--- src/rtl/bls_pkg.sv ---
package bls_pkg;
  typedef enum logic [1:0] {
    ST_IDLE  = 2'd0,
    ST_LOWER = 2'd1,
    ST_UPPER = 2'd2
  } bls_state_e;
endpackage

--- src/rtl/bls_plane_store.sv ---
module bls_plane_store #(
  parameter int WORDS = 16,
  parameter int BITS  = 8,
  localparam int AW   = (WORDS > 1) ? $clog2(WORDS) : 1,
  localparam int IW   = (BITS > 1) ? $clog2(BITS) : 1
) (
  input  logic             clk,
  input  logic             rst_n,
  input  logic             wr_en,
  input  logic [AW-1:0]    wr_addr,
  input  logic [BITS-1:0]  wr_data,
  input  logic [IW-1:0]    rd_plane,
  output logic [WORDS-1:0] rd_row
);
  logic [WORDS-1:0] plane_q [BITS];

  for (genvar p = 0; p < BITS; p++) begin : g_plane
    always_ff @(posedge clk) begin
      if (!rst_n) begin
        plane_q[p] <= '0;
      end else if (wr_en) begin
        plane_q[p][wr_addr] <= wr_data[p];
      end
    end
  end

  assign rd_row = plane_q[rd_plane];
endmodule

--- src/rtl/bls_pass_unit.sv ---
module bls_pass_unit #(
  parameter int WORDS = 16
) (
  input  logic             clk,
  input  logic             rst_n,
  input  logic             init,
  input  logic [WORDS-1:0] alive_init,
  input  logic             step,
  input  logic             clr_ahead,
  input  logic             upper,
  input  logic             bnd_bit,
  input  logic [WORDS-1:0] row,
  output logic [WORDS-1:0] alive_next
);
  logic [WORDS-1:0] ahead_q, alive_q;
  logic [WORDS-1:0] row_x, ahead_next;

  // The upper pass is the lower pass with the data inverted.
  assign row_x = upper ? ~row : row;

  always_comb begin
    alive_next = alive_q;
    ahead_next = ahead_q;
    if (step) begin
      if (bnd_bit) alive_next = alive_q & (ahead_q | row_x);
      else         ahead_next = ahead_q | (row_x & alive_q);
    end
    if (clr_ahead) ahead_next = '0;
  end

  always_ff @(posedge clk) begin
    if (!rst_n) begin
      ahead_q <= '0;
      alive_q <= '0;
    end else if (init) begin
      ahead_q <= '0;
      alive_q <= alive_init;
    end else begin
      ahead_q <= ahead_next;
      alive_q <= alive_next;
    end
  end
endmodule

--- src/rtl/bls_sequencer.sv ---
module bls_sequencer
  import bls_pkg::*;
#(
  parameter int BITS = 8,
  localparam int IW  = (BITS > 1) ? $clog2(BITS) : 1
) (
  input  logic            clk,
  input  logic            rst_n,
  input  logic            start,
  input  logic [BITS-1:0] lo_bound,
  input  logic [BITS-1:0] hi_bound,
  output logic            init,
  output logic            step,
  output logic            clr_ahead,
  output logic            upper,
  output logic            bnd_bit,
  output logic            last_step,
  output logic [IW-1:0]   plane,
  output logic            busy,
  output logic            done
);
  localparam logic [IW-1:0] TOP = IW'(BITS - 1);

  bls_state_e      state_q;
  logic [IW-1:0]   idx_q;
  logic [BITS-1:0] lo_q, hi_q;
  logic            plane_zero;

  assign plane_zero = (idx_q == '0);
  assign busy       = (state_q != ST_IDLE);
  assign init       = (state_q == ST_IDLE) && start;
  assign step       = busy;
  assign upper      = (state_q == ST_UPPER);
  assign clr_ahead  = (state_q == ST_LOWER) && plane_zero;
  assign last_step  = (state_q == ST_UPPER) && plane_zero;
  assign bnd_bit    = upper ? ~hi_q[idx_q] : lo_q[idx_q];
  assign plane      = idx_q;

  always_ff @(posedge clk) begin
    if (!rst_n) begin
      state_q <= ST_IDLE;
      idx_q   <= '0;
      lo_q    <= '0;
      hi_q    <= '0;
      done    <= 1'b0;
    end else begin
      done <= last_step;
      unique case (state_q)
        ST_IDLE: if (start) begin
          state_q <= ST_LOWER;
          idx_q   <= TOP;
          lo_q    <= lo_bound;
          hi_q    <= hi_bound;
        end
        ST_LOWER: if (plane_zero) begin
          state_q <= ST_UPPER;
          idx_q   <= TOP;
        end else begin
          idx_q <= idx_q - 1'b1;
        end
        ST_UPPER: if (plane_zero) begin
          state_q <= ST_IDLE;
        end else begin
          idx_q <= idx_q - 1'b1;
        end
        default: state_q <= ST_IDLE;
      endcase
    end
  end
endmodule

--- src/rtl/bls_range_search.sv ---
module bls_range_search #(
  parameter int WORDS = 16,
  parameter int BITS  = 8,
  localparam int AW   = (WORDS > 1) ? $clog2(WORDS) : 1,
  localparam int IW   = (BITS > 1) ? $clog2(BITS) : 1
) (
  input  logic             clk,
  input  logic             rst_n,
  input  logic             ld_valid,
  output logic             ld_ready,
  input  logic [AW-1:0]    ld_addr,
  input  logic [BITS-1:0]  ld_data,
  input  logic             start,
  input  logic [BITS-1:0]  lo_bound,
  input  logic [BITS-1:0]  hi_bound,
  input  logic [WORDS-1:0] word_en,
  output logic             busy,
  output logic             done,
  output logic [WORDS-1:0] match
);
  logic             init, step, clr_ahead, upper, bnd_bit, last_step;
  logic [IW-1:0]    plane;
  logic [WORDS-1:0] row, alive_next;

  assign ld_ready = !busy;

  bls_sequencer #(.BITS(BITS)) i_seq (
    .clk(clk), .rst_n(rst_n), .start(start),
    .lo_bound(lo_bound), .hi_bound(hi_bound),
    .init(init), .step(step), .clr_ahead(clr_ahead), .upper(upper),
    .bnd_bit(bnd_bit), .last_step(last_step), .plane(plane),
    .busy(busy), .done(done)
  );

  bls_plane_store #(.WORDS(WORDS), .BITS(BITS)) i_store (
    .clk(clk), .rst_n(rst_n),
    .wr_en(ld_valid && ld_ready), .wr_addr(ld_addr), .wr_data(ld_data),
    .rd_plane(plane), .rd_row(row)
  );

  bls_pass_unit #(.WORDS(WORDS)) i_pass (
    .clk(clk), .rst_n(rst_n), .init(init), .alive_init(word_en),
    .step(step), .clr_ahead(clr_ahead), .upper(upper),
    .bnd_bit(bnd_bit), .row(row), .alive_next(alive_next)
  );

  always_ff @(posedge clk) begin
    if (!rst_n)         match <= '0;
    else if (last_step) match <= alive_next;
  end
endmodule

--- config.mk ---
export PLATFORM = sky130hd
export DESIGN_NAME = bls_range_search
export DESIGN_NICKNAME = d
export VERILOG_FILES = /design/src/rtl/bls_pkg.sv /design/src/rtl/bls_plane_store.sv /design/src/rtl/bls_pass_unit.sv /design/src/rtl/bls_sequencer.sv /design/src/rtl/bls_range_search.sv
export SDC_FILE = /design/constraint.sdc
export NUM_CORES = 1
export LEC_CHECK = 0
export ABC_AREA = 1
export BUFFER_PORTS_ARGS = -buffer_cell sky130_fd_sc_hd__buf_4
export CAP_MARGIN = 10
export CORE_MARGIN = 10
export CORE_UTILIZATION = 45
export DETAILED_ROUTE_END_ITERATION = 8
export PLACE_DENSITY_LB_ADDON = 0.08
export SLEW_MARGIN = 20
export SYNTH_ARGS = -nofsm -noshare
export SYNTH_HDL_FRONTEND = slang
export SYNTH_SLANG_ARGS = --single-unit
--- constraint.sdc ---
create_clock -name clk -period 2.2 [get_ports clk]
set_input_delay 0.11 -clock clk [delete_from_list [all_inputs] [get_ports clk]]
set_output_delay 0.11 -clock clk [all_outputs]
set_load 0.005 [all_outputs]
==> summary.txt, run 1 <==
Worst setup path
  – Crit-path slowest cell: nor3_2
  – CP Depth: 6
  – WP data required: 2.37 ns
  – Worst setup SP type: register
  – Reg2reg path depth: 6
  – Crit Reg-Reg Startpoint: i_seq.state_q[0]
  – Crit path top cell by count: nand2_1
  – Crit path max fanout: 8
  – Kind of critical path: reg -> reg
  – Largest stage delay, worst path: 0.43 ns
  – CP Launch Point: i_seq.state_q[0]
  – Cell class contributing the biggest share of worst-path delay: simple AND/OR/NAND/NOR gates
  – Critical path arrival: 2.18 ns
  – Worst R2R End: i_store.plane_q[4][6]
  – Crit path cell chain: inv_1, ha_1, nand3_1, nor3_2, nand2_1, nand2_1
  – Slack of the worst reg-to-reg path: 0.20 ns
  – Crit. End Element: register
  – Worst Path Buf+Inv: 1
  – Worst setup path end: i_store.plane_q[4][6]

Placed design
  – Dpl hpwl: 14800 um
  – PortBufs: 66
  – Routability Congestion: 0.799
  – Post-placement setup slack: 0.156 ns

Drt
  – WL/cell: 15.5 um
  – Routed vias/inst: 4.92
  – Initial DRT Pass Iterations: 5
  – First-iteration detailed-routing DRC count: 365
  – Via count: 7347
  – Antenna-violating nets left: 0
  – DRC viols: 0
  – Detailed Route WL: 23100 um

Floorplan
  – Cell Rows: 52
  – Die W: 163 um
  – DIE AREA: 0.0265 sq mm
  – Core ar.: 0.0202 sq mm
  – Die Ht: 163 um
  – Initial Util: 0.455
  – Boundary pin count: 67

Global routing
  – Largest net degree at the start of global routing: 56
  – First-pass GRT wire length: 37400 um
  – GRT Util Overall: 0.175
  – Number of global-route vias before repair: 7253
  – Initial antenna violation count: 0
  – Remaining global-route overflow: 0

STA
  – Clk_skew: 0.00977 ns
  – Final Hold Fails: 0
  – Fmax: 499 MHz
  – Slew margin rel.: 0.467
  – Slew Viols, Final: 0
  – Slew @ Worst Pin: 0.799 ns
  – Worst Hold Margin: 0.0919 ns
  – Setup TNS: 0 ns
  – Setup-failing EPs final: 0
  – Final period util: 0.911
  – Min Tclk post-route: 2.00 ns
  – RSZ-0062 raised after global routing: no
  – Worst setup margin: 0.196 ns

Power
  – Peak VDD IR: 0.916 mV
  – Leak pwr: 4.82 nW
  – Pwr per Cell Area: 1080 mW/mm^2
  – Total power: 12.0 mW

Clock tree
  – Clock latency on the worst-skew pair: 0.50 ns
  – CTS tree: yes
  – H-tree depth: 1
  – Sink Count: 201
  – Clock root buffer: clkbuf_16
  – Postcts setup bufs: 0
  – Total CTS buffers: 22
  – Clock Path Buffers: 3
  – Worst-path clk slew: 0.06 ns

Logic synthesis
  – Flops & latches, synth: 201
  – Netlist cell types: 21
  – Gate count of the mapped netlist: 1098
  – Post-synthesis sequential area ratio: 0.578
  – Syn Nets: 1152
  – Yosys warning count: 0
  – Synthesized area: 0.00918 sq mm
  – Mean Syn Cell Area: 8.36 sq um

Finish
  – Most frequent cells in the layout: nand2_1 (254), nor2_1 (169), inv_1 (129), edfxtp_1 (128), nand3_1 (127)
  – Commonest non-fill, non-tap cell in the layout: nand2_1
  – N_diodes: 0
  – Share of cells above drive strength 1: 0.122
  – NumNets Final: 1260
  – Layout overhead on the synthesized area: 20.9%

Outcome
  – Status: completed

Flow run
  – Max Cap Viol: 0

Min path
  – Min-delay worst type: in -> reg
## state kept, by name, summed over array words and instances (netlist names), named ones only
| signal | flops |
|---|---|
| i_pass.ahead_q | 16 |
| i_pass.alive_q | 16 |
| i_seq.done | 1 |
| i_seq.plane | 3 |
| i_seq.state_q | 2 |
| i_store.plane_q | 128 |
| i_seq.hi_q | 8 |
| i_seq.lo_q | 8 |
| match | 16 |
## worst min-delay path, delay by kind of cell
family	cells	cell delay [ns]
buf+inv	2	0.22
simple gates	3	0.24
## per-layer routing
layer | routed length, um | part of all wire | track usage | vias to the layer above
met5 | 0 | 0 | 0 | -
met4 | 663 | 0.029 | 0.0574 | 0
met3 | 827 | 0.036 | 0.0202 | 40
met2 | 11800 | 0.51 | 0.312 | 122
met1 | 9790 | 0.42 | 0.216 | 3416
li1 | - | - | - | 3769
## per-stage QoR
stage,util,cell area [sq um],cells
floorplan,-,9180,1098
global placement,0.500,10100,1419
detailed placement,0.500,10100,1419
CTS,0.550,11100,1492
global route,0.550,11100,1492
finish,0.550,11100,1492
## what timing repair did
action,4_1_cts,5_1_grt
hold buffers,33,0
hold endpoints to repair,36,0
gates resized for setup,0,0
## Yosys cell counts
cell        n  area share
nor3b_1     1     0.00082
a211oi_1    2      0.0016
dfxtp_1    73        0.16
nor3_1      1     0.00054
nand3_1   127       0.069
buf_4       2      0.0016
edfxtp_1  128        0.42
inv_2       5      0.0020
nor3_2      5      0.0055
o21ai_0    61       0.033
a21oi_1    71       0.039
ha_1        6      0.0082
nor2_4      1      0.0012
o21ai_1    10      0.0055
nand2_1   254        0.10
nor2_1    170       0.069
buf_6       5      0.0061
buf_1       2     0.00082
inv_1     129       0.053
clkbuf_1   25       0.010
buf_2      20       0.011
## power breakdown
group          internal [mW]  switching (mW)  leakage (nW)
combinational           1.32            2.67          2.56
sequential              4.39           0.195          1.92
clock                   2.02            1.44         0.339
## cells by family (layout without fill, tap and decap cells)
kind of cell,count (synthesis),count (layout),synth area share
fa+ha+maj,6,6,0.00818
buf+inv,188,312,0.0845
simple gates,559,559,0.251
flops,201,201,0.578
compound gates,144,144,0.0790
## final cells by class
type | instances | area [sq um]
clock inverter | 9 | 41.3
fill | 1934 | 9070
multi-input combinational | 709 | 3100
timing repair buffer | 138 | 1170
sequential | 201 | 5310
tap | 270 | 338
inverter | 134 | 503
clock buffer | 31 | 638
## worst min path at each step
stage                 from  slack [ns]                to  depth (start not counted)
6_report             start        0.09     i_seq.lo_q[3]                          5
5_1_grt              start        0.14  i_seq.state_q[1]                          5
4_1_cts              start        0.09     i_seq.lo_q[3]                          5
3_5_place_dp   lo_bound[3]        0.37     i_seq.lo_q[3]                          3
3_3_place_gp   hi_bound[1]        0.36     i_seq.hi_q[1]                          3
2_1_floorplan  hi_bound[0]        0.28     i_seq.hi_q[0]                          2
No activity file was read; power rests on OpenSTA's default activity.
==> run 2, diff against run 1 <==
- CORE_UTILIZATION: 45 -> 51
==> summary.txt, run 2 (synthesis gave the netlist of run 1 again) <==
Outcome
  – Status: completed

STA
  – Clk_skew: 0.00676 ns (-0.00301 ns)
  – Slew @ Worst Pin: 0.831 ns (+0.0325 ns)
  – Slew Viols, Final: 0 (unchanged)
  – Setup-failing EPs final: 0 (unchanged)
  – Slew margin rel.: 0.445 (-0.0217)
  – Final Hold Fails: 0 (unchanged)
  – Worst Hold Margin: 0.0998 ns (+0.00786 ns)
  – Worst setup margin: 0.214 ns (+0.0180 ns)
  – Final period util: 0.903 (-0.00816)
  – Min Tclk post-route: 1.99 ns (-0.0180 ns)
  – Fmax: 503 MHz (+0.90%)
  – RSZ-0062 raised after global routing: no
  – Setup TNS: 0 ns (unchanged)

Drt
  – Routed vias/inst: 5.14 (+4.4%)
  – Initial DRT Pass Iterations: 6 (+1)
  – DRC viols: 0 (unchanged)
  – Detailed Route WL: 22600 um (-2.3%)
  – WL/cell: 15.6 um (+0.57%)
  – Antenna-violating nets left: 0 (unchanged)
  – Via count: 7447 (+1.4%)
  – First-iteration detailed-routing DRC count: 406 (+11%)

Worst setup path
  – Crit path max fanout: 8 (unchanged)
  – Crit path top cell by count: nand2_1
  – WP data required: 2.37 ns (about the same)
  – Worst Path Buf+Inv: 1 (unchanged)
  – Crit path cell chain: inv_1, ha_1, nand3_1, nor3_2, nand2_1, nand2_1
  – Crit-path slowest cell: nor3_2
  – Crit. End Element: register
  – Kind of critical path: reg -> reg
  – Worst setup SP type: register
  – Largest stage delay, worst path: 0.36 ns (-0.07 ns)
  – Critical path arrival: 2.16 ns (-0.02 ns)
  – Cell class contributing the biggest share of worst-path delay: simple AND/OR/NAND/NOR gates

Finish
  – Most flops, register: i_store.plane_q
  – Max FFs per register: 128 (unchanged)
  – N_diodes: 0 (unchanged)
  – NumNets Final: 1258 (-0.16%)
  – Most frequent cells in the layout: nand2_1 (254), nor2_1 (169), inv_1 (129), edfxtp_1 (128), nand3_1 (127)
  – Share of cells above drive strength 1: 0.124 (+0.00184)
  – Commonest non-fill, non-tap cell in the layout: nand2_1
  – Layout overhead on the synthesized area: 20.0%

Floorplan
  – Die Ht: 154 um (-5.3%)
  – Initial Util: 0.515 (+0.0594)
  – DIE AREA: 0.0238 sq mm (-10%)
  – Boundary pin count: 67 (unchanged)
  – Die W: 154 um (-5.3%)
  – Cell Rows: 49 (-5.8%)
  – Core ar.: 0.0178 sq mm (-12%)

Global routing
  – Largest net degree at the start of global routing: 56 (unchanged)
  – Number of global-route vias before repair: 7302 (+0.68%)
  – First-pass GRT wire length: 37100 um (-0.77%)
  – Initial antenna violation count: 0 (unchanged)
  – GRT Util Overall: 0.190 (+0.0143)
  – Remaining global-route overflow: 0 (unchanged)

Clock tree
  – Clock root buffer: clkbuf_16
  – H-tree depth: 1 (unchanged)
  – Clock latency on the worst-skew pair: 0.50 ns (about the same)
  – Total CTS buffers: 22 (unchanged)
  – Postcts setup bufs: 0 (unchanged)
  – CTS tree: yes
  – Sink Count: 201 (unchanged)
  – Worst-path clk slew: 0.06 ns (about the same)
  – Clock Path Buffers: 3 (unchanged)

Flow run
  – Max Cap Viol: 0 (unchanged)

Min path
  – Min-delay worst type: in -> reg

Placed design
  – PortBufs: 66 (unchanged)
  – Post-placement setup slack: 0.208 ns (+0.0518 ns)
  – Routability Congestion: 0.785 (-1.8%)
  – Dpl hpwl: 14400 um (-3.1%)

Power
  – Leak pwr: 4.80 nW (-0.29%)
  – Pwr per Cell Area: 1080 mW/mm^2 (-0.23%)
  – Peak VDD IR: 0.720 mV (-21%)
  – Total power: 11.9 mW (-0.98%)
run 2: worst min-delay path: stages:
cell and delay (ns):
buf_4 0.11, nand2_1 0.08, inv_2 0.10, nor2_1 0.10
nor2_1 0.05
run 2: stage by stage:
stage / area [sq um] / utilization / std cells
2_1_floorplan: 9180 / - / 1098
3_3_place_gp: 10000 / 0.562 / 1377
3_5_place_dp: 10000 / 0.562 / 1377
4_1_cts: 11000 / 0.617 / 1449
5_1_grt: 11000 / 0.618 / 1449
6_report: 11000 / 0.618 / 1449
run 2: cell type report:
type | instances | area (sq um)
tap | 229 | 287
inverter | 134 | 503
sequential | 201 | 5310
clock inverter | 15 | 71.3
clock buffer | 25 | 593
fill | 1587 | 6820
multi-input combinational | 709 | 3100
timing repair buffer | 136 | 1150
run 2: routing by layer:
metal  up-vias  share of wire  global-route usage
li1       3768              -                   -
met1      3506           0.43               0.238
met2       136           0.51               0.335
met3        37          0.043              0.0263
met4         0          0.023              0.0481
met5         -              0                   0
run 2: timing repair:
| item | in CTS | in global routing |
|---|---|---|
| hold endpoints to repair | 32 | 0 |
| hold buffers | 32 | 0 |
| resized for setup | 0 | 1 |
| endpoints found under the setup margin | 0 | 2 |
run 2: power by group:
| group | total [mW] | internal (mW) | switching [mW] |
|---|---|---|---|
| sequential | 4.60 | 4.40 | 0.199 |
| combinational | 3.95 | 1.33 | 2.62 |
| clock | 3.37 | 1.93 | 1.44 |
run 2: path summary, 6_finish.rpt:
path                     start                     end  slack, ns  cells past startpoint
max           i_seq.state_q[0]  i_store.plane_q[0][15]       0.21                      6
min                      start           i_seq.hi_q[4]        0.1                      5
min reg2reg  i_pass.ahead_q[5]       i_pass.ahead_q[5]       0.45                      2
max reg2reg   i_seq.state_q[0]  i_store.plane_q[0][15]       0.21                      6
